===== config.mk =====
export PLATFORM = sky130hd
export DESIGN_NAME = mulu_unit
export DESIGN_NICKNAME = d
export VERILOG_FILES = /design/src/rtl/mulu_pkg.sv /design/src/rtl/mulu_decode.sv /design/src/rtl/mulu_regfile.sv /design/src/rtl/mulu_mult.sv /design/src/rtl/mulu_unit.sv
export SDC_FILE = /design/constraint.sdc
export NUM_CORES = 1
export LEC_CHECK = 0
export BUFFER_PORTS_ARGS = -buffer_cell sky130_fd_sc_hd__buf_2
export CORE_MARGIN = 10
export CORE_UTILIZATION = 60
export DETAILED_ROUTE_END_ITERATION = 6
export GPL_ROUTABILITY_DRIVEN = 0
export PLACE_DENSITY = 0.77
export SLEW_MARGIN = 10
export SYNTH_ARGS = -nofsm -noshare
export SYNTH_HDL_FRONTEND = slang
export SYNTH_HIERARCHICAL = 1
export SYNTH_SLANG_ARGS = --single-unit

===== constraint.sdc =====
create_clock -name clk -period 6.7 [get_ports clk]
set_input_delay 1.005 -clock clk [delete_from_list [all_inputs] [get_ports clk]]
set_output_delay 1.005 -clock clk [all_outputs]
set_load 0.005 [all_outputs]

===== src/rtl/mulu_pkg.sv =====
package mulu_pkg;

    typedef enum logic [1:0] {
        ST_IDLE    = 2'd0,
        ST_DONE    = 2'd1,
        ST_ILLEGAL = 2'd2
    } mulu_state_e;

endpackage


===== src/rtl/mulu_decode.sv =====
module mulu_decode #(
    parameter int              IW       = 16,
    parameter int              AW       = 5,
    parameter logic [IW-1:0]   OPC_VAL  = 16'h9C00,
    parameter logic [IW-1:0]   OPC_MASK = 16'hFC00
) (
    input  logic [IW-1:0] word,
    output logic          hit,
    output logic [AW-1:0] d_idx,
    output logic [AW-1:0] r_idx
);
    // Pattern match on the opcode bits only
    assign hit   = ((word & OPC_MASK) == OPC_VAL);
    // First source is contiguous
    assign d_idx = word[AW+3:4];
    // Second source: high bit sits above the first source field
    assign r_idx = {word[AW+4], word[AW-2:0]};
endmodule


===== src/rtl/mulu_regfile.sv =====
module mulu_regfile #(
    parameter int DW   = 8,
    parameter int NREG = 32,
    parameter int AW   = $clog2(NREG)
) (
    input  logic          clk,
    input  logic          rst_n,
    input  logic [AW-1:0] ra_idx,
    input  logic [AW-1:0] rb_idx,
    output logic [DW-1:0] ra_data,
    output logic [DW-1:0] rb_data,
    input  logic          prod_we,
    input  logic [DW-1:0] prod_lo,
    input  logic [DW-1:0] prod_hi,
    input  logic          dbg_we,
    input  logic [AW-1:0] dbg_addr,
    input  logic [DW-1:0] dbg_wdata,
    output logic [DW-1:0] dbg_rdata
);
    logic [DW-1:0] mem [NREG];

    // Reads are combinational, so operands are taken before the edge that writes
    assign ra_data   = mem[ra_idx];
    assign rb_data   = mem[rb_idx];
    assign dbg_rdata = mem[dbg_addr];

    always_ff @(posedge clk or negedge rst_n) begin
        if (!rst_n) begin
            for (int i = 0; i < NREG; i++) begin
                mem[i] <= '0;
            end
        end else if (prod_we) begin
            mem[0] <= prod_lo;
            mem[1] <= prod_hi;
        end else if (dbg_we) begin
            mem[dbg_addr] <= dbg_wdata;
        end
    end
endmodule


===== src/rtl/mulu_mult.sv =====
module mulu_mult #(
    parameter int DW   = 8,
    parameter int SW   = 8,
    parameter int CBIT = 0,
    parameter int ZBIT = 1,
    localparam int PW  = 2 * DW
) (
    input  logic [DW-1:0] a,
    input  logic [DW-1:0] b,
    input  logic [SW-1:0] sreg_in,
    output logic [PW-1:0] prod,
    output logic [SW-1:0] sreg_next
);
    assign prod = PW'(a) * PW'(b);

    always_comb begin
        sreg_next       = sreg_in;
        sreg_next[CBIT] = prod[PW-1];
        sreg_next[ZBIT] = (prod == '0);
    end
endmodule


===== src/rtl/mulu_unit.sv =====
module mulu_unit
    import mulu_pkg::*;
#(
    parameter int            DW       = 8,
    parameter int            NREG     = 32,
    parameter int            IW       = 16,
    parameter int            SW       = 8,
    parameter int            CBIT     = 0,
    parameter int            ZBIT     = 1,
    parameter logic [15:0]   OPC_VAL  = 16'h9C00,
    parameter logic [15:0]   OPC_MASK = 16'hFC00,
    localparam int           AW       = $clog2(NREG),
    localparam int           PW       = 2 * DW
) (
    input  logic          clk,
    input  logic          rst_n,
    input  logic          instr_valid,
    input  logic [IW-1:0] instr_word,
    output logic          done,
    output logic          illegal,
    input  logic          dbg_reg_we,
    input  logic [AW-1:0] dbg_reg_addr,
    input  logic [DW-1:0] dbg_reg_wdata,
    output logic [DW-1:0] dbg_reg_rdata,
    input  logic          dbg_sreg_we,
    input  logic [SW-1:0] dbg_sreg_wdata,
    output logic [SW-1:0] sreg
);
    mulu_state_e   state_q, state_d;
    logic          hit;
    logic          accept;
    logic [AW-1:0] d_idx, r_idx;
    logic [DW-1:0] op_a, op_b;
    logic [PW-1:0] prod;
    logic [SW-1:0] sreg_q, sreg_next;

    mulu_decode #(
        .IW(IW), .AW(AW), .OPC_VAL(IW'(OPC_VAL)), .OPC_MASK(IW'(OPC_MASK))
    ) u_dec (
        .word(instr_word), .hit(hit), .d_idx(d_idx), .r_idx(r_idx)
    );

    assign accept = instr_valid && hit;

    mulu_regfile #(.DW(DW), .NREG(NREG), .AW(AW)) u_rf (
        .clk(clk), .rst_n(rst_n),
        .ra_idx(d_idx), .rb_idx(r_idx),
        .ra_data(op_a), .rb_data(op_b),
        .prod_we(accept), .prod_lo(prod[DW-1:0]), .prod_hi(prod[PW-1:DW]),
        .dbg_we(dbg_reg_we), .dbg_addr(dbg_reg_addr),
        .dbg_wdata(dbg_reg_wdata), .dbg_rdata(dbg_reg_rdata)
    );

    mulu_mult #(.DW(DW), .SW(SW), .CBIT(CBIT), .ZBIT(ZBIT)) u_mul (
        .a(op_a), .b(op_b), .sreg_in(sreg_q),
        .prod(prod), .sreg_next(sreg_next)
    );

    // Status register: instruction update wins over a debug write
    always_ff @(posedge clk or negedge rst_n) begin
        if (!rst_n) begin
            sreg_q <= '0;
        end else if (accept) begin
            sreg_q <= sreg_next;
        end else if (dbg_sreg_we) begin
            sreg_q <= dbg_sreg_wdata;
        end
    end

    assign sreg = sreg_q;

    // State register
    always_ff @(posedge clk or negedge rst_n) begin
        if (!rst_n) begin
            state_q <= ST_IDLE;
        end else begin
            state_q <= state_d;
        end
    end

    // Next state: identical transitions out of every state
    always_comb begin
        state_d = ST_IDLE;
        unique case (state_q)
            ST_IDLE, ST_DONE, ST_ILLEGAL: begin
                if (instr_valid) begin
                    state_d = hit ? ST_DONE : ST_ILLEGAL;
                end
            end
            default: state_d = ST_IDLE;
        endcase
    end

    // Outputs from state
    always_comb begin
        done    = 1'b0;
        illegal = 1'b0;
        unique case (state_q)
            ST_IDLE:    ;
            ST_DONE:    done    = 1'b1;
            ST_ILLEGAL: illegal = 1'b1;
            default:    ;
        endcase
    end
endmodule


==> impl_metrics.toml <==
[layout]
drive_above_1_share_pct = 54.2
layout_commonest_cell = "dfrtp_1"
fin_nets = 1468
fin_cells = 1773
n_antenna_cell = 0
area_delta_synth_final_pct = 15.1
final_util_pct = 69.6
layout_common_cells = "266 x dfrtp_1, 243 x mux2_2, 224 x mux4_2, 81 x buf_4, 55 x buf_2"
fill_cells = 1993

[synth]
ys_seq_elements = 266
synth.distinct_cells = 57
synthMuxAreaShare_pct = 43.4
synth_adder_area_share_pct = 6.34
syn_area_mm2 = 0.0185
postSynthCellCount = 1269
synth_top_family_by_area = "multiplexers"
postSynth.asyncResetShare_pct = 100
post_synth_and_or_nand_nor_area_fraction_pct = 5.67
yosysWarnings = 6
synth-main-ff-cell = "dfrtp_1"
synth_xor_area_share_pct = 0.427
syn_avg_cell_area_um2 = 14.5
synth_compound_area_share_pct = 3.74
synth_seq_area_share_pct = 36.1
syn_nets = 1383
synth_edf_count = 0

[critical_path]
worst_ep_arrival_time_ns = 7.26
critPathMaxFanout = 8
critPathLaunchType = "input pin"
critPathCaptureType = "register"
crit_type = "input pin to register"
crit_required_ns = 7.20

[placed_design]
numPortBuffers = 59
pre_cts_slack_ns = -0.758
dpl.cell_count = 1704
hpwl_mm = 37.1

[detailed_routing]
drt_iter0_drc = 1626
viasPerCell = 7.25
ant_nets = 0
routed_wl_mm = 54.3
wl_per_cell_um = 30.6
vias = 12900
remaining_drc_errors = 0
firstDrtPassIters = 5

[run]
cap_viol_max_count = 0

[timing]
finalClockSkew_ns = 0.0284
fin_crit_sh_pct = 101
worst_pin_slew_ns = 1.39
holdWs_ns = 0.535
fmax_mhz = 148
rsz0062_at_grt = "yes"
fin_crit_ns = 6.76
maxSlewHeadroom_pct = 7.00
finalSetupViolCount = 1
setup_ws_ns = -0.0632
hold_viol = 0
finalMaxSlewViolations = 0

[clock_tree]
clock-sinks = 266
root_buffer = "clkbuf_16"
cts.clk_slew.worst_paths_ns = 0.07
numCtsBuffers = 30
clk_latency_ns = 0.59
cts_tree = "built"
htreeDepth = 1
max-clock-path-buffers = 3

[grt]
grt_max_degree = 138
gr-usage-met2_pct = 45.2
grt.overflow.total = 0
grtUsageTotal_pct = 28.1
antenna_found_initial = 2
met3_usage_pct = 5.79
grt_pass1_vias = 13400
grt_pass1_wl_mm = 83.4
busiest_layer = "met2"
use_met1_pct = 35.6

[floorplan]
coreArea_mm2 = 0.0305
io_pins = 60
die_area_mm2 = 0.0382
die_h_um = 195
die_width_um = 195
initial_core_util_pct = 60.5
row_count = 64

[outcome]
status = "finished with violations"
violations = "setup timing"

[pwr]
p_leak_nw = 9.30
p_total_w = 0.00664
power_density_mw_per_mm2 = 313
ir_drop_mv = 0.221

[hold_path]
hold_path.class = "register to register"
-- layout make-up --
| cell class | instances | area (µm²) | area share, % |
|---|---|---|---|
| inverter | 54 | 203 | 0.954 |
| clock buffer | 39 | 865 | 4.07 |
| tap | 396 | 495 | 2.33 |
| multi-input combinational | 832 | 11200 | 52.6 |
| timing repair buffer | 170 | 1640 | 7.71 |
| sequential | 266 | 6660 | 31.3 |
| clock inverter | 16 | 215 | 1.01 |
-- timing repair --
action / CTS / global route
gates cloned: 6 / 4
endpoints found under the setup margin: 1 / 1
gates resized for setup: 22 / 17
hold buffers: 0 / 0
setup buffers: 4 / 0
hold endpoints to repair: 0 / 0
pin swaps: 3 / 3
-- flip-flops by register name, indices dropped and copies added, names as in the netlist --
name	count
sreg	8
state_q	2
u_rf/mem	256
-- final timing paths --
kind / to / startpoint / cells after the start / slack (ns)
worst max-delay path: sreg[1]$_DFFE_PN0P_ / instr_word[1] / 22 / -0.06
worst min-delay path: sreg[4]$_DFFE_PN0P_ / sreg[4]$_DFFE_PN0P_ / 2 / 0.54
worst max register to register: sreg[1]$_DFFE_PN0P_ / u_rf/mem[1]$_DFFE_PN0P_ / 20 / 0.29
worst min register to register: sreg[4]$_DFFE_PN0P_ / sreg[4]$_DFFE_PN0P_ / 2 / 0.54
max in group asynchronous: u_rf/mem[152]$_DFFE_PN0P_ / rst_n / 2 / 4.83
min in group asynchronous: u_rf/mem[246]$_DFFE_PN0P_ / rst_n / 1 / 0.56
-- worst max-delay path, cell delays in order --
cell and delay (ns):
buf_16 0.16, buf_12 0.16, mux4_2 0.52, mux4_2 0.51
mux2_4 0.34, and2_4 0.16, fa_2 0.36, fa_1 0.54
inv_1 0.05, fa_1 0.47, fa_1 0.49, inv_1 0.06
ha_4 0.22, a21o_1 0.18, a21oi_4 0.16, a21oi_2 0.08
or3_4 0.37, a2111o_1 0.39, or4b_4 0.55, nor4_4 0.25
nand3_1 0.11, o21ai_2 0.08
-- per-layer routing --
layer,vias up,share of wire [%]
met3,197,9.9
met5,-,0.050
met1,6696,36
li1,5125,-
met4,4,5.4
met2,835,49
-- cell usage after synthesis, types with 2 or more instances --
master / number / share of area [%]
a21o_1: 3 / 0.12
and2_1: 46 / 1.6
buf_6: 3 / 0.18
a22oi_1: 32 / 1.3
nor4b_2: 4 / 0.33
dfrtp_1: 266 / 36
mux2i_1: 8 / 0.43
mux4_2: 224 / 27
a21oi_2: 2 / 0.095
nand2_1: 47 / 0.96
buf_4: 30 / 1.2
nand4b_1: 3 / 0.14
clkbuf_1: 53 / 1.1
fa_1: 36 / 3.9
nand3_1: 9 / 0.24
mux2_2: 256 / 16
buf_2: 11 / 0.30
nor3_1: 4 / 0.11
nand4_1: 10 / 0.34
nor2_1: 9 / 0.18
ha_1: 36 / 2.4
and3_1: 18 / 0.61
inv_1: 54 / 1.1
nor3b_1: 4 / 0.16
xnor2_1: 8 / 0.38
or4_1: 2 / 0.081
a21oi_1: 6 / 0.16
a31oi_1: 2 / 0.068
o21ai_2: 8 / 0.38
buf_1: 18 / 0.37
o21ai_0: 5 / 0.14
nor4bb_1: 3 / 0.16
nor2b_1: 5 / 0.17
a221o_1: 16 / 0.87
and3b_1: 3 / 0.14
nor4_2: 2 / 0.14
nand3b_1: 3 / 0.12
-- power by group --
group / total [W] / internal (W) / leakage [nW] / switching, W
registers: 0.00228 / 0.00192 / 3.40 / 0.000356
logic: 0.00260 / 0.00145 / 5.38 / 0.00115
clock network: 0.00177 / 0.00106 / 0.524 / 0.000705
total: 0.00664 / 0.00444 / 9.30 / 0.00221
-- logic make-up (layout without fill, tap and decap cells) --
family,count (synthesis),count (layout)
AOI/OAI and AO/OA,86,86
xor gates and xnor gates,9,9
adders and majority gates,72,72
buffers and inverters,171,279
DFF,266,266
muxes,488,488
and+or+nand+nor,177,177
-- metrics by stage --
stage	setup TNS, ns	cell area [µm²]
4_1_cts	0	21100
3_3_place_gp	-1.46	19700
6_report	-0.0632	21200
5_1_grt	-0.170	21200
2_1_floorplan	-0.366	18700
3_5_place_dp	-1.79	19700
(Power assumes the default switching activity.)
